**src/rtl/pwm_chan_pkg.sv**
```systemverilog
package pwm_chan_pkg;
   localparam int unsigned N_PRESCALE = 11;
   localparam int unsigned N_TICK     = N_PRESCALE + 2;
   localparam int unsigned SRC_DIV_A  = N_PRESCALE;
   localparam int unsigned SRC_DIV_B  = N_PRESCALE + 1;

   localparam logic [2:0] IDX_MODE   = 3'd0;
   localparam logic [2:0] IDX_DUTY   = 3'd1;
   localparam logic [2:0] IDX_PERIOD = 3'd2;
   localparam logic [2:0] IDX_COUNT  = 3'd3;
   localparam logic [2:0] IDX_RELOAD = 3'd4;

   typedef struct packed {
      logic       reload_per;
      logic       idle_hi;
      logic       center;
      logic [3:0] src;
   } mode_t;
endpackage

```
**src/rtl/pwm_chan_tick_sel.sv**
```systemverilog
module pwm_chan_tick_sel
   import pwm_chan_pkg::*;
#(
   parameter int unsigned NT = N_TICK
) (
   input  logic [NT-1:0] tick_i,
   input  logic [3:0]    src_i,
   output logic          tick_o
);
   logic [NT-1:0] hit;

   generate
      if (NT > 16) begin : g_bad_nt
         $error("pwm_chan_tick_sel: more strobes than a 4-bit code can reach");
      end
      for (genvar k = 0; k < NT; k++) begin : g_match
         assign hit[k] = tick_i[k] && (src_i == 4'(k));
      end
   endgenerate

   assign tick_o = |hit;
endmodule

```
**src/rtl/pwm_chan_regs.sv**
```systemverilog
module pwm_chan_regs
   import pwm_chan_pkg::*;
#(
   parameter int unsigned CNT_W  = 20,
   parameter int unsigned DATA_W = 32
) (
   input  logic              clk,
   input  logic              rst_n,
   input  logic              wr_i,
   input  logic [2:0]        idx_i,
   input  logic [DATA_W-1:0] wdata_i,
   input  logic [CNT_W-1:0]  cnt_i,
   input  logic              xfer_i,
   output mode_t             mode_o,
   output logic [CNT_W-1:0]  duty_o,
   output logic [CNT_W-1:0]  per_o,
   output logic [DATA_W-1:0] rdata_o
);
   localparam int unsigned PAD_W = DATA_W - CNT_W;

   mode_t            mode_q;
   logic [CNT_W-1:0] duty_q, per_q, rld_q;
   logic             pend_q;
   logic             wr_mode, wr_duty, wr_per, wr_rld;

   assign wr_mode = wr_i && (idx_i == IDX_MODE);
   assign wr_duty = wr_i && (idx_i == IDX_DUTY);
   assign wr_per  = wr_i && (idx_i == IDX_PERIOD);
   assign wr_rld  = wr_i && (idx_i == IDX_RELOAD);

   always_ff @(posedge clk or negedge rst_n) begin
      if (!rst_n) begin
         mode_q <= '0;
         duty_q <= '0;
         per_q  <= '0;
         rld_q  <= '0;
         pend_q <= 1'b0;
      end else begin
         if (wr_mode) begin
            mode_q.src        <= wdata_i[3:0];
            mode_q.center     <= wdata_i[8];
            mode_q.idle_hi    <= wdata_i[9];
            mode_q.reload_per <= wdata_i[10];
         end
         if (wr_duty)
            duty_q <= wdata_i[CNT_W-1:0];
         else if (xfer_i && pend_q && !mode_q.reload_per)
            duty_q <= rld_q;
         if (wr_per)
            per_q <= wdata_i[CNT_W-1:0];
         else if (xfer_i && pend_q && mode_q.reload_per)
            per_q <= rld_q;
         if (wr_rld) begin
            rld_q  <= wdata_i[CNT_W-1:0];
            pend_q <= 1'b1;
         end else if (xfer_i) begin
            pend_q <= 1'b0;
         end
      end
   end

   always_comb begin
      rdata_o = '0;
      unique case (idx_i)
         IDX_MODE: begin
            rdata_o[3:0] = mode_q.src;
            rdata_o[8]   = mode_q.center;
            rdata_o[9]   = mode_q.idle_hi;
            rdata_o[10]  = mode_q.reload_per;
         end
         IDX_DUTY:   rdata_o = {{PAD_W{1'b0}}, duty_q};
         IDX_PERIOD: rdata_o = {{PAD_W{1'b0}}, per_q};
         IDX_COUNT:  rdata_o = {{PAD_W{1'b0}}, cnt_i};
         IDX_RELOAD: rdata_o = {{PAD_W{1'b0}}, rld_q};
         default:    rdata_o = '0;
      endcase
   end

   assign mode_o = mode_q;
   assign duty_o = duty_q;
   assign per_o  = per_q;

   // a pending reload is consumed at a boundary unless re-armed
   a_r7_pend_drop: assert property (@(posedge clk) disable iff (!rst_n)
      (pend_q && xfer_i && !wr_rld) |=> !pend_q);
   // duty moves only by a write or a reload transfer
   a_r7_duty_hold: assert property (@(posedge clk) disable iff (!rst_n)
      (!wr_duty && !xfer_i) |=> $stable(duty_q));
   // period likewise
   a_r7_per_hold: assert property (@(posedge clk) disable iff (!rst_n)
      (!wr_per && !xfer_i) |=> $stable(per_q));
endmodule

```
**src/rtl/pwm_chan_cnt.sv**
```systemverilog
module pwm_chan_cnt #(
   parameter int unsigned CNT_W = 20
) (
   input  logic             clk,
   input  logic             rst_n,
   input  logic             en_i,
   input  logic             tick_i,
   input  logic             center_i,
   input  logic             idle_hi_i,
   input  logic [CNT_W-1:0] per_i,
   input  logic [CNT_W-1:0] duty_i,
   output logic [CNT_W-1:0] cnt_o,
   output logic             wrap_o,
   output logic             evt_o,
   output logic             wave_o
);
   logic [CNT_W-1:0] cnt_q, cnt_d;
   logic             down_q, down_d, wrap, evt_q;

   always_comb begin
      cnt_d  = cnt_q;
      down_d = down_q;
      wrap   = 1'b0;
      if (!en_i) begin
         cnt_d  = '0;
         down_d = 1'b0;
      end else if (tick_i) begin
         if (!center_i) begin
            down_d = 1'b0;
            if (cnt_q >= per_i) begin
               cnt_d = '0;
               wrap  = 1'b1;
            end else begin
               cnt_d = cnt_q + 1'b1;
            end
         end else if (!down_q) begin
            if (cnt_q < per_i) begin
               cnt_d = cnt_q + 1'b1;
            end else if (cnt_q == '0) begin
               wrap = 1'b1;
            end else if (cnt_q == CNT_W'(1)) begin
               cnt_d = '0;
               wrap  = 1'b1;
            end else begin
               cnt_d  = cnt_q - 1'b1;
               down_d = 1'b1;
            end
         end else begin
            if (cnt_q <= CNT_W'(1)) begin
               cnt_d  = '0;
               down_d = 1'b0;
               wrap   = 1'b1;
            end else begin
               cnt_d = cnt_q - 1'b1;
            end
         end
      end
   end

   always_ff @(posedge clk or negedge rst_n) begin
      if (!rst_n) begin
         cnt_q  <= '0;
         down_q <= 1'b0;
         evt_q  <= 1'b0;
      end else begin
         cnt_q  <= cnt_d;
         down_q <= down_d;
         evt_q  <= wrap;
      end
   end

   assign cnt_o  = cnt_q;
   assign wrap_o = wrap;
   assign evt_o  = evt_q;
   assign wave_o = (en_i && (cnt_q < duty_i)) ? !idle_hi_i : idle_hi_i;

   // a disabled channel holds its counter at zero
   a_r6_off_zero: assert property (@(posedge clk) disable iff (!rst_n)
      !en_i |=> (cnt_q == '0));
   // no selected strobe, no movement
   a_r2_no_tick_hold: assert property (@(posedge clk) disable iff (!rst_n)
      (en_i && !tick_i) |=> $stable(cnt_q));
   // left mode wraps to zero at the period
   a_r3_left_wrap: assert property (@(posedge clk) disable iff (!rst_n)
      (en_i && tick_i && !center_i && cnt_q >= per_i) |=> (cnt_q == '0));
   // center mode steps down by one while falling
   a_r4_center_down: assert property (@(posedge clk) disable iff (!rst_n)
      (en_i && tick_i && center_i && down_q && cnt_q > CNT_W'(1))
      |=> (cnt_q == $past(cnt_q) - 1'b1));
   // every event follows an enabled strobe
   a_r10_evt_cause: assert property (@(posedge clk) disable iff (!rst_n)
      evt_q |-> $past(en_i && tick_i));
endmodule

```
**src/rtl/pwm_chan.sv**
```systemverilog
module pwm_chan
   import pwm_chan_pkg::*;
#(
   parameter int unsigned CNT_W  = 20,
   parameter int unsigned DATA_W = 32
) (
   input  logic               clk,
   input  logic               rst_n,
   input  logic [N_TICK-1:0]  tick_i,
   input  logic               en_i,
   input  logic               reg_wr_i,
   input  logic [2:0]         reg_idx_i,
   input  logic [DATA_W-1:0]  reg_wdata_i,
   output logic [DATA_W-1:0]  reg_rdata_o,
   output logic               wave_o,
   output logic               evt_o
);
   generate
      if (CNT_W < 16 || CNT_W > DATA_W) begin : g_bad_width
         $error("pwm_chan: CNT_W must lie between 16 and DATA_W");
      end
      if (DATA_W < 11) begin : g_bad_data
         $error("pwm_chan: DATA_W too narrow for the mode fields");
      end
   endgenerate

   mode_t            mode;
   logic [CNT_W-1:0] duty, per, cnt;
   logic             tick_sel, wrap;

   pwm_chan_tick_sel #(.NT(N_TICK)) u_sel (
      .tick_i (tick_i),
      .src_i  (mode.src),
      .tick_o (tick_sel)
   );

   pwm_chan_regs #(.CNT_W(CNT_W), .DATA_W(DATA_W)) u_regs (
      .clk     (clk),
      .rst_n   (rst_n),
      .wr_i    (reg_wr_i),
      .idx_i   (reg_idx_i),
      .wdata_i (reg_wdata_i),
      .cnt_i   (cnt),
      .xfer_i  (wrap),
      .mode_o  (mode),
      .duty_o  (duty),
      .per_o   (per),
      .rdata_o (reg_rdata_o)
   );

   pwm_chan_cnt #(.CNT_W(CNT_W)) u_cnt (
      .clk       (clk),
      .rst_n     (rst_n),
      .en_i      (en_i),
      .tick_i    (tick_sel),
      .center_i  (mode.center),
      .idle_hi_i (mode.idle_hi),
      .per_i     (per),
      .duty_i    (duty),
      .cnt_o     (cnt),
      .wrap_o    (wrap),
      .evt_o     (evt_o),
      .wave_o    (wave_o)
   );
endmodule

```
**config.mk**
```make
export PLATFORM = sky130hd
export DESIGN_NAME = pwm_chan
export DESIGN_NICKNAME = d
export VERILOG_FILES = /design/src/rtl/pwm_chan_pkg.sv /design/src/rtl/pwm_chan_tick_sel.sv /design/src/rtl/pwm_chan_regs.sv /design/src/rtl/pwm_chan_cnt.sv /design/src/rtl/pwm_chan.sv
export SDC_FILE = /design/constraint.sdc
export NUM_CORES = 1
export LEC_CHECK = 0
export ABC_AREA = 1
export CAP_MARGIN = 20
export CORE_MARGIN = 1.5
export CORE_UTILIZATION = 45
export DETAILED_ROUTE_END_ITERATION = 10
export HOLD_SLACK_MARGIN = 0.1
export PLACE_DENSITY = 0.67
export RECOVER_POWER = 50
export SKIP_LAST_GASP = 1
export SYNTH_ARGS = -nofsm -noshare
export SYNTH_HDL_FRONTEND = slang
export SYNTH_SLANG_ARGS = --single-unit
```
**constraint.sdc**
```tcl
create_clock -name clk -period 5.8 [get_ports clk]
set_input_delay 1.16 -clock clk [delete_from_list [all_inputs] [get_ports clk]]
set_output_delay 1.16 -clock clk [all_outputs]
set_load 0.05 [all_outputs]
```
==> impl_summary.md, run 1 <==
Placed design
The weighted congestion at the end of routability-driven global placement is 0.9308. At the placement stage, the worst setup path has a slack of 1000 ps. In this run the tool buffered the top-level ports with 61 buffer cells. The detailed placer's ending HPWL is 14400 microns.

Status
The flow ran to the end, but the final reports show violations. The checks that failed: capacitance limit, slew limit.

Floorplanning
The floorplan die height is 127.4 microns. The die covers 16240 sq um. The count of pins on the block boundary is 86. The die is 127.4 microns wide. The placeable core region is 15150 sq um. Once the floorplan was initialized, standard cells occupied 46.01% of the core. The number of core rows is 45.

STA
On the final layout, the worst clock skew is 7.344 ps. The setup TNS is 0 ps. Counting I/O delays and the setup requirement, the final critical path takes 4898 ps. Setup violations remaining at the end of the flow were counted as 0. The slew at the pin with the worst max-slew slack is 1747 ps. The tightest hold path in the finished design has a slack of 509.7 ps. Based on the critical path, the design can be clocked at up to 204.2 MHz. The count of pins over their slew limit came to 69. The number of endpoints with negative hold slack in the final report is 0. Once routing completed, OpenROAD measured the worst setup slack at 902.4 ps. Setup repair after global routing left no endpoint under its margin. The final critical-path share of the clock period is 84.44%. Measured against its own limit, the worst slew margin works out to -16.43%.

Run
The reported max-cap violation count is 1.

Critical path
The worst setup path is captured at a primary output. The kind of launch point of the worst setup path is an input pin. Data on the critical path is required at its endpoint by 4640 ps. Data arrives at the worst endpoint at 3740 ps. The cell family contributing the most delay on the critical path is buffers and inverters.

Counting both buffers and inverters, the worst setup path holds a total of 3. The largest stage delay on the critical path is 870 ps. Traced cell by cell, the critical path runs through dlygate4sd3_1, inv_1, nor2_1, nand2_1, o2111ai_1, clkdlybuf4s50_1. The setup path with the least slack is of type input pin to primary output. The depth of the most critical reg-to-reg path is 13.

The largest fanout on the critical path is 20. The standard cell with the maximum stage delay on the critical path is sky130_fd_sc_hd__clkdlybuf4s50_1. The count of cell instances traversed by the critical path is 6.

Logic synthesis
The fraction of registers with async set or reset after synthesis is 100.0%. By count the netlist is led by sky130_fd_sc_hd__nand2_1, sky130_fd_sc_hd__inv_1, sky130_fd_sc_hd__o21ai_0, sky130_fd_sc_hd__dfrtp_1, sky130_fd_sc_hd__nand3_1. Among all flip-flop cells after synthesis, the most frequent one is sky130_fd_sc_hd__dfrtp_1. The synthesized instance count is 993. The mapped cell area is 6968 sq um. The most common cell in the synthesized netlist is sky130_fd_sc_hd__nand2_1. The synthesized design contains 0 enable-type register cells. The top cell type's share of synthesized area is 32.32%. Synthesis instantiated 48 different standard cells from the library. During synthesis, Yosys emitted a total of 0 warnings. Ranked by total cell area, the synthesized netlist is headed by sky130_fd_sc_hd__dfrtp_1, sky130_fd_sc_hd__nand2_1, sky130_fd_sc_hd__ha_1, sky130_fd_sc_hd__o21ai_0, sky130_fd_sc_hd__inv_1. The post-synthesis cell type with the largest combined area is sky130_fd_sc_hd__dfrtp_1.

Sequential cells were found to cover 32.32% of the synthesized design area. In this run, synthesis produced a sequential element count of 90. The mean cell area of the mapped netlist is 7.017 sq um.

Global routing
The via count of the first global-routing pass is 6119. Summed over all layers, the global routing overflow is 0. In the global route stage, overall resource usage came out at 25.32%. The wire length of the first global-routing pass is 32440 microns.

The initial antenna violation count is 0. The largest net degree at the start of global routing is 69.

Drt
The post-detailed-routing wire length is 19600 microns. The count of nets left with antenna violations once routing finished came out at 0. The overall via count from detail_route is 6635. The first-pass iteration count of the detailed router is 5. The mean number of vias per cell is 5.425.

The final routed wire length divided by cell count is 16.02 microns. In this run, the number of DRC markers left after iteration 0 of detailed routing was 630. The number of remaining DRC errors is 0.

Finish
The area growth from synthesis to layout is 13.18%. The final layout contains 1125 nets. Cells with a size suffix above 1 make up 5.604% of the layout. The diode insertion count for antenna repair is 0.

Worst hold path
In this run the worst hold path is classified as flip-flop to flip-flop. The number of stages on the worst hold path is 2.

Power and ir drop
The relative contribution of combinational cells to total power is 44.4%. Registers are responsible for 34.0% of the overall power. The worst-case IR drop observed on VDD is 0.1738 mV. The share of total power dissipated in the clock network is 21.6%.

The reported leakage power is 3.951 nW. Summed over all nets, the switching power comes to 1.316 mW. The net switching fraction of the power is 44.69%. The cell area power density is 373.4 nW/um^2.

Cell internal power was estimated by the tool at 1.629 mW.

Clock network
The longest clock path from root to sink contains 2 buffers. Post-CTS repair changed the size of 0 cells. The total CTS buffers is 9. The master cell of the clock root buffer is sky130_fd_sc_hd__clkbuf_16. Clock-pin slew was measured on the worst setup and hold paths at 70 ps.

Buffers inserted to repair hold after CTS numbered 0. The clock sink count is 90. The deepest level of the CTS H-tree is 3. The TritonCTS clock tree is built. Clock latency on the worst-skew pair, taken at its later pin, is 360 ps. Post-CTS timing repair inserted 0 buffers for setup.
==> final cells by class <==
class / instances / area (sq um)
Fill cell: 1481 / 7259
Multi-Input combinational cell: 744 / 4008
Sequential cell: 90 / 2252
Timing Repair Buffer: 65 / 628.1
Inverter: 120 / 450.4
Clock buffer: 11 / 252.7
Tap cell: 188 / 235.2
Clock inverter: 5 / 60.06
==> cell usage in the layout, fill, tap and decap left out, types with 4 or more instances in the layout <==
cell type / synthesis / layout
sky130_fd_sc_hd__nor3_1: 12 / 11
sky130_fd_sc_hd__nand2_1: 317 / 315
sky130_fd_sc_hd__ha_1: 43 / 43
sky130_fd_sc_hd__inv_1: 114 / 114
sky130_fd_sc_hd__o221ai_1: 7 / 7
sky130_fd_sc_hd__o21ai_0: 97 / 97
sky130_fd_sc_hd__o22ai_1: 4 / 4
sky130_fd_sc_hd__nand3_2: 4 / 4
sky130_fd_sc_hd__nand3_1: 82 / 82
sky130_fd_sc_hd__nor2_1: 32 / 32
sky130_fd_sc_hd__dfrtp_1: 90 / 90
sky130_fd_sc_hd__conb_1: 1 / 12
sky130_fd_sc_hd__nor2_2: 6 / 6
sky130_fd_sc_hd__o21ai_1: 14 / 14
sky130_fd_sc_hd__o2111ai_1: 13 / 13
sky130_fd_sc_hd__inv_2: 5 / 5
sky130_fd_sc_hd__a21oi_1: 21 / 22
sky130_fd_sc_hd__clkdlybuf4s50_1: 0 / 57
sky130_fd_sc_hd__xor2_1: 25 / 25
sky130_fd_sc_hd__clkbuf_16: 0 / 9
sky130_fd_sc_hd__o211ai_1: 5 / 5
sky130_fd_sc_hd__nor2_4: 5 / 5
sky130_fd_sc_hd__nand4_1: 12 / 12
sky130_fd_sc_hd__nand2_2: 5 / 7
==> power by group through the flow <==
stage	Sequential, mW	Combinational, mW	Clock, mW
2_1_floorplan	0.924	1.01	0
5_1_grt	1.02	1.49	0.668
3_5_place_dp	1.00	1.30	0
4_1_cts	0.991	1.31	0.639
6_report	1.00	1.31	0.637
3_3_place_gp	0.999	1.28	0
==> tightest hold or removal path: stages (launching register included) <==
cell and delay [ps]:
sky130_fd_sc_hd__dfrtp_1 350, sky130_fd_sc_hd__nand3_1 70, sky130_fd_sc_hd__nand2_1 60
==> sequential cells by signal (all words and copies together) (netlist names) <==
| name | count |
|---|---|
| u_regs.duty_o | 20 |
| u_regs.rld_q | 20 |
| u_cnt.cnt_o | 20 |
| u_regs.pend_q | 1 |
| u_cnt.down_q | 1 |
| u_regs.per_o | 20 |
| u_regs.mode_o | 7 |
| u_cnt.evt_o | 1 |
==> cells by family (layout without fill, tap and decap cells) <==
family	after synthesis	count (layout)	synth area share [%]
other cells	1	12	0.05382
flops	90	90	32.32
simple gates	490	490	31.53
xor+xnor	26	26	3.268
buf+inv	170	201	10.74
compound gates	173	173	14.37
fa+ha+maj	43	43	7.721
==> path summary, 6_finish.rpt <==
| path | startpoint | to | slack, ps |
|---|---|---|---|
| setup / recovery | reg_idx_i[1] | reg_rdata_o[7] | 900 |
| hold / removal | u_regs.per_o[8]$_DFFE_PN0P_ | u_regs.per_o[8]$_DFFE_PN0P_ | 510 |
| setup reg to reg | u_cnt.cnt_o[15]$_DFFE_PN0P_ | u_cnt.cnt_o[6]$_DFFE_PN0P_ | 2440 |
| hold reg to reg | u_regs.per_o[8]$_DFFE_PN0P_ | u_regs.per_o[8]$_DFFE_PN0P_ | 510 |
| max in group asynchronous | rst_n | u_cnt.cnt_o[14]$_DFFE_PN0P_ | 2380 |
| min in group asynchronous | rst_n | u_regs.rld_q[3]$_DFFE_PN0P_ | 1080 |
==> metal layers <==
metal	global-route usage (%)	wire (microns)	part of all wire [%]	vias to the layer above
met4	6.751	266	1.4	0
met1	36.82	9541	49	3132
met5	0	0	0	-
met3	3.518	1020	5.2	20
met2	39.49	8768	45	171
li1	-	-	-	3312
==> metrics by stage <==
stage / utilization [%] / instances / total power, mW / area (sq um)
4_1_cts: 52.21 / 1223 / 2.943 / 7908
6_report: 52.07 / 1223 / 2.945 / 7886
3_5_place_dp: 50.14 / 1207 / 2.302 / 7595
5_1_grt: 52.07 / 1223 / 3.178 / 7886
3_3_place_gp: 50.14 / 1207 / 2.279 / 7595
2_1_floorplan: - / 1004 / 1.932 / 7009
Power figures use the tool's default switching activity.
==> inputs of run 2 (changes only) <==
- clock period: 5.8 -> 4.85 ns (I/O delays scaled with it)
==> run 2 against run 1 <==
  * The flow still finishes with violations (capacitance limit, slew limit)
  * Combinational power up 19%
  * Sequential cell count is the same
  * Register-to-register slack got worse by 1100 ps
  * Critical path depth is the same
  * Largest power group unchanged
  * Largest cell class unchanged
  * Clock skew down 1.7 ps
  * Sequential share of layout area about the same
  * Cell count increased by 0.41%
  * Hold slack hardly changed
==> impl_summary.md, run 2 (synthesized netlist as in run 1, its figures left out) <==
Clock network
The clock passes through at most 2 buffers. Post-CTS repair changed the size of 0 cells. The clock-pin transition on the worst setup and hold timing paths is 70 ps. The H-tree generated during clock tree synthesis spans 3 levels. The clock latency at the later pin of the worst-skew pair is 350 ps. The master cell of the clock root buffer is sky130_fd_sc_hd__clkbuf_16. The tree built by TritonCTS fans out to 90 sinks. The number of buffers inserted by hold repair at cts is 0. After clock tree synthesis, the setup repair step added 0 buffers. TritonCTS built the clock tree.

Buffers inserted during clock tree synthesis total 9.

Drt
The post-detailed-routing wire length is 19880 microns. Summed over all nets, wire length on met2 after detailed routing comes to 8846 microns. Routed signal wires occupy layers up through met4. For this block, the via count after detailed routing is 6632. The met3 wirelength from detailed routing is 893 microns. The routed metal-1 wire length is 9756 microns.

The post-detailed-route count of antenna-violating nets is 0. The first-pass iteration count of the detailed router is 5. Dividing the detail-routed wire length by the instance count gives 16.19 microns. The number of remaining DRC errors is 0. In the routed layout, each cell is associated on average with a via count of 5.401. After the first detailed-routing iteration, the DRC count stood at 586.

Global routing
The initial antenna violation count was 0. The largest net degree at the start of global routing is 58. Summed over all layers, the global routing overflow is 0.

The via count of the first global-routing pass was 6139. The overall fraction of global-route tracks in use is 25.60%. The first global-routing pass estimated 32600 microns of wire.

STA
Summed over all failing endpoints, the final setup total negative slack is 0 ps. Setup repair after global routing left no endpoint under its margin. The largest clock skew in the final design is 5.677 ps.

The slew at the pin with the worst max-slew slack is 3268 ps. Based on the critical path, the design can be clocked at up to 227.4 MHz. The count of pins over their slew limit is 100. Of the available clock period, the critical path in the final layout requires 90.66%. Setup violations remaining at the end of the flow were counted as 0. The number of endpoints with negative hold slack in the final report is 0. The minimum clock period is 4397 ps. The worst pin sits at a relative slew slack of -117.9%.

Placed design
The congestion estimate from routability-driven global placement came to 0.9397. Once detailed placement completed, the half-perimeter wirelength came to 14850 microns. The instance area after placement is 7625 sq um. Port buffering added 61 buffers.

Finish
The most common cell after layout, fill and taps aside is sky130_fd_sc_hd__nand2_1. Cells fill 52.10% of the core in the end. The flip-flop and latch area is 2252 sq um. The multi-input combinational cells in the finished layout cover a total of 4004 sq um.

In the final design database the tool counted 1131 nets. After routing the design area is 7891 sq um. The repair_antennas step left the layout with diodes totalling 0.

After filler insertion, the fill cell instance count of the layout stands at 1507. Of the cells placed in the final design, the portion with a size suffix greater than 1 is 6.442%. Leaving out fill and tap cells, the most frequent cells in the layout are sky130_fd_sc_hd__nand2_1, sky130_fd_sc_hd__inv_1, sky130_fd_sc_hd__o21ai_0. The area added between synthesis and finish is 13.25%.

Status
The checks that failed: capacitance limit, slew limit. The flow ran to the end, but the final reports show violations.

Critical path
The worst setup path is captured at a primary output. By startpoint and endpoint, the worst setup path is classified as input pin to primary output. At the worst endpoint, the required time is 3880 ps. The worst-case register-to-register setup slack is 1390 ps. Of all nets on the critical path, the largest fanout is 16.

The worst setup path is launched from an input pin. STA puts the critical path data arrival time at 3430 ps.

Floorplanning
After floorplanning, the core was divided into 45 placement rows. The initial core utilization is 46.01%. The region available for standard cell placement spans 15150 sq um. In this run the count of I/O pins placed on the die edge is 86.

The die is 127.4 microns tall. The area of the die is 16240 sq um. The floorplan step set the die width to 127.4 microns.

Power and ir drop
VDD sags by at most 0.2048 mV. Dividing total power by cell area gives a power density of 442.9 nW/um^2. The reported leakage power is 3.974 nW.

Worst hold path
The classification of the worst-slack hold path is flip-flop to flip-flop.

Run
The tool flagged a number of max-cap violations equal to 2.
==> run 2: changes by cell type in the layout (fill, tap and decap cells not counted), sizes merged <==
cell           before  now
buf                 2   13
clkbuf             14   15
clkdlybuf4s50      57   52
clkinv              2    4
clkinvlp            1    0
dlygate4sd3         3    2
inv               121  119
==> run 2: path summary, 6_finish.rpt <==
path,end,cells past startpoint,from
worst max-delay path,reg_rdata_o[7],6,reg_idx_i[1]
worst min-delay path,u_regs.per_o[1]$_DFFE_PN0P_,2,u_regs.per_o[1]$_DFFE_PN0P_
worst max register to register,u_cnt.cnt_o[6]$_DFFE_PN0P_,13,u_cnt.cnt_o[15]$_DFFE_PN0P_
worst min register to register,u_regs.per_o[1]$_DFFE_PN0P_,2,u_regs.per_o[1]$_DFFE_PN0P_
max in group asynchronous,u_regs.per_o[14]$_DFFE_PN0P_,2,rst_n
min in group asynchronous,u_regs.rld_q[5]$_DFFE_PN0P_,1,rst_n
==> run 2: area by class of cell <==
class,count,area share (%)
Clock buffer,11,3.076
Clock inverter,4,0.6659
Inverter,120,5.708
Multi-Input combinational cell,744,50.74
Sequential cell,90,28.54
Tap cell,188,2.981
Timing Repair Buffer,71,8.292
==> run 2: per-stage QoR <==
step | instances | power (mW) | hold WS (ps) | setup slack (ps)
2_1_floorplan | 1004 | 2.310 | 475.5 | 1428
3_3_place_gp | 1213 | 2.742 | 491.1 | 524.7
3_5_place_dp | 1213 | 2.768 | 494.9 | 501.1
4_1_cts | 1228 | 3.501 | 512.0 | 504.5
5_1_grt | 1228 | 3.783 | 524.0 | 331.9
6_report | 1228 | 3.495 | 509.5 | 453.1
==> run 2: power breakdown <==
| part | total (mW) | switching, mW | internal [mW] |
|---|---|---|---|
| clock | 0.724 | 0.312 | 0.412 |
| sequential | 1.21 | 0.255 | 0.956 |
| combinational | 1.56 | 1.00 | 0.556 |
| total | 3.50 | 1.57 | 1.92 |
==> run 2: metal layers <==
layer | vias to the layer above | GRT usage (%)
met4 | 0 | 7.286
li1 | 3325 | -
met1 | 3122 | 37.19
met5 | - | 0
met2 | 161 | 39.43
met3 | 24 | 3.978
==> run 2: worst max-delay path, cell delays in order <==
cell and delay (ps):
sky130_fd_sc_hd__dlygate4sd3_1 580, sky130_fd_sc_hd__inv_1 60, sky130_fd_sc_hd__nor2_1 120, sky130_fd_sc_hd__nand2_1 360
sky130_fd_sc_hd__o2111ai_1 460, sky130_fd_sc_hd__clkdlybuf4s50_1 870
